===== config.mk =====
export PLATFORM = sky130hd
export DESIGN_NAME = vga_offset_timing
export DESIGN_NICKNAME = d
export VERILOG_FILES = /design/src/rtl/vga_timing_pkg.sv /design/src/rtl/vga_pixel_prescale.sv /design/src/rtl/vga_axis_seq.sv /design/src/rtl/vga_offset_timing.sv
export SDC_FILE = /design/constraint.sdc
export NUM_CORES = 1
export LEC_CHECK = 0
export BUFFER_PORTS_ARGS = -buffer_cell sky130_fd_sc_hd__buf_4
export CAP_MARGIN = 30
export CORE_ASPECT_RATIO = 2
export CORE_MARGIN = 3
export CORE_UTILIZATION = 55
export CTS_CLUSTER_DIAMETER = 30
export DETAILED_ROUTE_END_ITERATION = 16
export GPL_ROUTABILITY_DRIVEN = 0
export PLACE_DENSITY = 0.76
export REMOVE_ABC_BUFFERS = 1
export SKIP_LAST_GASP = 1
export SLEW_MARGIN = 20
export SYNTH_ARGS = -nofsm -noshare
export SYNTH_HDL_FRONTEND = slang
export SYNTH_SLANG_ARGS = --single-unit
export TNS_END_PERCENT = 20

===== constraint.sdc =====
create_clock -name clk -period 6.4 [get_ports clk]
set_clock_uncertainty 0.2 [all_clocks]
set_input_delay 0.64 -clock clk [delete_from_list [all_inputs] [get_ports clk]]
set_output_delay 0.64 -clock clk [all_outputs]
set_load 0.01 [all_outputs]

===== src/rtl/vga_timing_pkg.sv =====
package vga_timing_pkg;

    // Raster segment of one axis, visited in this order.
    typedef enum logic [1:0] {
        SEG_ACTIVE = 2'd0,
        SEG_FRONT  = 2'd1,
        SEG_SYNC   = 2'd2,
        SEG_BACK   = 2'd3
    } seg_e;

endpackage


===== src/rtl/vga_pixel_prescale.sv =====
module vga_pixel_prescale #(
    parameter int DIV = 4
) (
    input  logic clk,
    input  logic rst,
    output logic tick_o
);

    logic tick_q;

    generate
        if (DIV < 2) begin : g_bypass
            // Every clock is a pixel clock once out of reset.
            always_ff @(posedge clk) begin
                if (rst) begin
                    tick_q <= 1'b0;
                end else begin
                    tick_q <= 1'b1;
                end
            end
        end else begin : g_divide
            localparam int            DW       = (DIV > 2) ? $clog2(DIV) : 1;
            localparam logic [DW-1:0] PH_WRAP  = DW'(DIV - 1);
            localparam logic [DW-1:0] PH_PRE   = DW'(DIV - 2);
            localparam logic [DW-1:0] PH_ONE   = DW'(1);

            logic [DW-1:0] phase_q;

            // tick_q is raised for the clock in which phase_q is at its wrap value.
            always_ff @(posedge clk) begin
                if (rst) begin
                    phase_q <= '0;
                    tick_q  <= 1'b0;
                end else begin
                    phase_q <= (phase_q == PH_WRAP) ? '0 : phase_q + PH_ONE;
                    tick_q  <= (phase_q == PH_PRE);
                end
            end
        end
    endgenerate

    assign tick_o = tick_q;

endmodule


===== src/rtl/vga_axis_seq.sv =====
module vga_axis_seq
    import vga_timing_pkg::*;
#(
    parameter int ACTIVE      = 512,
    parameter int SYNC_START  = 592,
    parameter int SYNC_WIDTH  = 96,
    parameter int TOTAL       = 800,
    parameter int CW          = $clog2(TOTAL),
    parameter bit EDGE_AT_END = 1'b1
) (
    input  logic          clk,
    input  logic          rst,
    input  logic          step,
    output logic [CW-1:0] cnt_o,
    output logic          active_o,
    output logic          sync_o,
    output logic          edge_o
);

    // Last count of each segment; a state leaves its segment on a step from here.
    localparam logic [CW-1:0] ACT_LAST   = CW'(ACTIVE - 1);
    localparam logic [CW-1:0] FRONT_LAST = CW'(SYNC_START - 1);
    localparam logic [CW-1:0] SYNC_LAST  = CW'(SYNC_START + SYNC_WIDTH - 1);
    localparam logic [CW-1:0] AXIS_LAST  = CW'(TOTAL - 1);
    localparam logic [CW-1:0] CNT_ONE    = CW'(1);

    logic [CW-1:0] cnt_q;
    seg_e          seg_q;
    seg_e          seg_d;
    logic          at_last;

    assign at_last = (cnt_q == AXIS_LAST);

    // Next state: each transition is taken on a step from a segment's final count.
    always_comb begin
        seg_d = seg_q;
        unique case (seg_q)
            SEG_ACTIVE: if (cnt_q == ACT_LAST)   seg_d = SEG_FRONT;
            SEG_FRONT:  if (cnt_q == FRONT_LAST) seg_d = SEG_SYNC;
            SEG_SYNC:   if (cnt_q == SYNC_LAST)  seg_d = SEG_BACK;
            SEG_BACK:   if (at_last)             seg_d = SEG_ACTIVE;
        endcase
    end

    // State register together with its position counter.
    always_ff @(posedge clk) begin
        if (rst) begin
            cnt_q <= '0;
            seg_q <= SEG_ACTIVE;
        end else if (step) begin
            cnt_q <= at_last ? '0 : cnt_q + CNT_ONE;
            seg_q <= seg_d;
        end
    end

    // Outputs decoded from the state register.
    always_comb begin
        cnt_o    = cnt_q;
        active_o = (seg_q == SEG_ACTIVE);
        sync_o   = (seg_q == SEG_SYNC);
    end

    generate
        if (EDGE_AT_END) begin : g_edge_last
            assign edge_o = at_last;
        end else begin : g_edge_first
            assign edge_o = (cnt_q == '0);
        end
    endgenerate

endmodule


===== src/rtl/vga_offset_timing.sv =====
module vga_offset_timing #(
    parameter  int CLK_DIV      = 4,
    parameter  int H_ACTIVE     = 512,
    parameter  int H_SYNC_START = 592,
    parameter  int H_SYNC_WIDTH = 96,
    parameter  int H_TOTAL      = 800,
    parameter  int V_ACTIVE     = 384,
    parameter  int V_SYNC_START = 443,
    parameter  int V_SYNC_WIDTH = 3,
    parameter  int V_TOTAL      = 525,
    localparam int XW           = $clog2(H_TOTAL),
    localparam int YW           = $clog2(V_TOTAL)
) (
    input  logic          clk,
    input  logic          rst,
    output logic          pix_tick,
    output logic [XW-1:0] pix_x,
    output logic [YW-1:0] line_y,
    output logic          hsync,
    output logic          vsync,
    output logic          h_active,
    output logic          v_active,
    output logic          line_end,
    output logic          frame_start
);

    logic tick;
    logic h_last;
    logic v_first;
    logic v_step;

    vga_pixel_prescale #(
        .DIV (CLK_DIV)
    ) u_prescale (
        .clk    (clk),
        .rst    (rst),
        .tick_o (tick)
    );

    vga_axis_seq #(
        .ACTIVE      (H_ACTIVE),
        .SYNC_START  (H_SYNC_START),
        .SYNC_WIDTH  (H_SYNC_WIDTH),
        .TOTAL       (H_TOTAL),
        .CW          (XW),
        .EDGE_AT_END (1'b1)
    ) u_h_axis (
        .clk      (clk),
        .rst      (rst),
        .step     (tick),
        .cnt_o    (pix_x),
        .active_o (h_active),
        .sync_o   (hsync),
        .edge_o   (h_last)
    );

    // A line advances on the tick that leaves the last pixel.
    assign v_step = tick & h_last;

    vga_axis_seq #(
        .ACTIVE      (V_ACTIVE),
        .SYNC_START  (V_SYNC_START),
        .SYNC_WIDTH  (V_SYNC_WIDTH),
        .TOTAL       (V_TOTAL),
        .CW          (YW),
        .EDGE_AT_END (1'b0)
    ) u_v_axis (
        .clk      (clk),
        .rst      (rst),
        .step     (v_step),
        .cnt_o    (line_y),
        .active_o (v_active),
        .sync_o   (vsync),
        .edge_o   (v_first)
    );

    assign pix_tick    = tick;
    assign line_end    = h_last;
    assign frame_start = v_first & (pix_x == '0);

endmodule


==> flow_summary_export.csv <==
group,metric,value,unit
power,pwr-share-comb,5.0,%
yosys,ys.warnings.count,0,
yosys,muxShareOfSynthArea,1.27,%
clock_tree,cts.htree.levels,1,
yosys,yosysUniqueCellTypes,36,
power,power_frac_seq,61.7,%
timing,final_hold_viol_count,0,
clock_tree,cts_tree,"yes",
route,drtIter0Drc,29,
timing,rsz0062_at_grt,"no",
final_layout,n_antenna_cell,0,
timing,worst_pin_slew,514,ps
timing,timing.fmax,348,MHz
clock_tree,clockBufferDepth,2,
floorplanning,rows,26,
worst_setup_path,cp_max_fo,8,
clock_tree,cts.clk_slew.worst_paths,90,ps
timing,maxSlewHeadroom,65.5,%
global_routing,grt_use_total,22.5,%
clock_tree,postCtsSetupBuffers,0,
worst_setup_path,worstSetupStartpoint,"u_h_axis.cnt_o[5]",
worst_setup_path,r2r-start,"u_h_axis.cnt_o[0]",
worst_setup_path,slowest_stage,"or3_4",
clock_tree,cts_inserted_buffers,3,
yosys,seq_area_frac_synth,34.2,%
run,max_cap_viol_count,0,
power,p_int,0.000220,W
global_routing,antenna_found_initial,0,
clock_tree,post_cts_resized,0,
global_routing,grt_overflow,0,
power,p_sw_share,21.8,%
yosys,synth-simple-area-share,27.3,%
yosys,synth_top_family_by_area,"simple AND/OR/NAND/NOR gates",
yosys,synth-xor-area-share,9.41,%
route,routed_wl,3.62,mm
power,pwr-share-clk,33.4,%
route,wire_per_inst,15.3,um
clock_tree,clk_latency,270,ps
yosys,syn_inst,182,
yosys,synth_compound_area_share,7.91,%
floorplanning,initial_core_util,60.0,%
global_routing,grt_pass1_vias,1401,
worst_setup_path,cp-end-kind,"output pin",
worst_setup_path,required,5560,ps
worst_setup_path,start_kind,"flip-flop",
place,dp_hpwl,2.87,mm
hold_path,hold_path.class,"flip-flop to flip-flop",
final_layout,syn_to_final_growth,16.8,%
global_routing,grt_pass1_wl,6.24,mm
yosys,synth-main-ff-cell,"dfxtp_1",
global_routing,grt_max_degree,16,
yosys,synth_edf_count,0,
final_layout,drive_above_1_share,18.7,%
worst_setup_path,critPathKind,"flip-flop to output pin",
clock_tree,ctsHoldBuffers,0,
power,powerDensity,152,nW/um2
floorplanning,die-area,3590,um2
power,leakage,0.743,nW
power,ir_drop,0.000176,V
route,vias,1393,
place,io_buffers,28,
yosys,synth_adder_area_share,14.2,%
floorplanning,ios,29,
worst_setup_path,rr_worst_depth,6,
route,dr.pass1.iters,4,
final_layout,n_fill_cell,222,
power,p_switching,0.0000613,W
worst_setup_path,arrival,2040,ps
final_layout,stdcell_count,237,
clock_tree,clock-sinks,27,
clock_tree,cts-root-buf,"clkbuf_8",
route,ant_nets,0,
worst_setup_path,slowest_delay,430,ps
yosys,synth_seq_cells,27,
worst_setup_path,r2r-end,"u_v_axis.seg_q[0]",
yosys,synth_area,1580,um2
timing,totalNegativeSetupSlack,0,ps
floorplanning,chipHeight,81.8,um
yosys,async_flop_share,0,%
final_layout,finalNetCount,230,
timing,setup_violations,0,
place,dpl.cell_count,233,
worst_setup_path,path_cells,"or3_4 > nor4b_1 > nand4_1 > nor4_1 > buf_4",
floorplanning,core_area,2640,um2
timing,fin_crit,2880,ps
floorplanning,die_w,43.9,um
route,drc,0,
timing,slew_violations,0,
timing,fin_crit_sh,44.9,%
yosys,syn_avg_cell_area,8.69,um2
route,routed_via_density,5.88,
worst_setup_path,crit_end,"frame_start",
worst_setup_path,reg2reg_slack,4110,ps
status,outcome,"finished, final reports clean",
[per-layer routing]
metal	track usage, %	vias up	part of all wire [%]
met5	0	-	0
met4	9.67	0	2.0
met3	2.63	9	5.2
met2	42.3	55	57
met1	24.0	647	36
li1	-	682	-
[sequential cells by signal, summed over array words and instances (netlist names)]
register,cells
u_prescale.g_divide.phase_q,2
u_h_axis.seg_q,2
u_prescale.tick_o,1
u_v_axis.seg_q,2
u_h_axis.cnt_o,10
u_v_axis.cnt_o,10
[final cells by class]
type / instances / area, um2 / share of cell area [%]
timing repair buffer: 28 / 210 / 11.4
sequential: 27 / 541 / 29.3
multi-input combinational: 133 / 951 / 51.5
inverter: 17 / 63.8 / 3.46
clock buffer: 3 / 41.3 / 2.24
tap: 28 / 35.0 / 1.90
clock inverter: 1 / 5.00 / 0.271
[worst min-delay path by stage]
stage	start	endpoint	slack, ps	depth (start not counted)
final	u_prescale.g_divide.phase_q[0]	u_prescale.g_divide.phase_q[0]	260	1
after global routing	u_prescale.g_divide.phase_q[0]	u_prescale.g_divide.phase_q[0]	290	1
after CTS	u_prescale.g_divide.phase_q[0]	u_prescale.g_divide.phase_q[0]	260	1
after detailed placement	u_prescale.g_divide.phase_q[0]	u_prescale.g_divide.phase_q[0]	250	1
after global placement	u_prescale.g_divide.phase_q[0]	u_prescale.g_divide.phase_q[0]	240	1
after floorplan	u_prescale.g_divide.phase_q[0]	u_prescale.g_divide.phase_q[0]	220	1
[cells in the final DEF (no fill, tap or decap), types with 5 or more instances in the layout]
| cell type | n |
|---|---|
| buf_4 | 28 |
| dfxtp_1 | 27 |
| nor2_1 | 24 |
| ha_1 | 18 |
| inv_1 | 17 |
| nand2_1 | 11 |
| xnor2_1 | 11 |
| nand4_1 | 10 |
| nand3_1 | 6 |
| xor2_1 | 6 |
| nor3_1 | 6 |
| a21oi_1 | 5 |
[cells in the mapped netlist, types with 3 or more instances]
cell type  instances  area (um2)
inv_1             17        63.8
ha_1              18         225
nand3_1            6        30.0
xnor2_1           11        96.3
or4_1              4        30.0
and3_1             3        18.8
a21oi_1            5        25.0
nand2_1           11        41.3
nor4_1             3        18.8
nand4_1           10        62.6
dfxtp_1           27         541
xor2_1             6        52.6
nor3_1             6        30.0
nor2_1            24        90.1
clkbuf_1           4        15.0
[worst max-delay path: cells and delay by family (launching register included)]
family	cells	cell delay [ps]
AND/OR/NAND/NOR	4	1190
flip-flops	1	390
buffers and inverters	1	180
[through the flow]
stage	hold WS [ps]	cell area [um2]	util (%)	power (W)	worst slack (ps)
final	264	1850	70.1	0.000282	3520
after global routing	294	1850	70.1	0.000295	3400
after CTS	265	1850	70.1	0.000286	3540
after detailed placement	250	1800	68.3	0.000192	3850
after global placement	238	1800	68.3	0.000191	3900
after floorplan	225	1560	-	0.000185	3970
[kinds of logic (layout without fill, tap and decap cells)]
kind of cell	after synthesis	in the layout
compound gates	17	17
xor+xnor	17	17
fa+ha+maj	18	18
buf+inv	22	49
flops	27	27
mux	2	2
simple gates	79	79
[power by group through the flow]
stage	logic (W)	clock network, W	registers, W
floorplan	0.00000791	0	0.000177
global placement	0.0000137	0	0.000177
detailed placement	0.0000141	0	0.000177
CTS	0.0000142	0.0000982	0.000174
global route	0.0000163	0.000105	0.000174
finish	0.0000140	0.0000939	0.000174
Power figures use the tool's default switching activity.
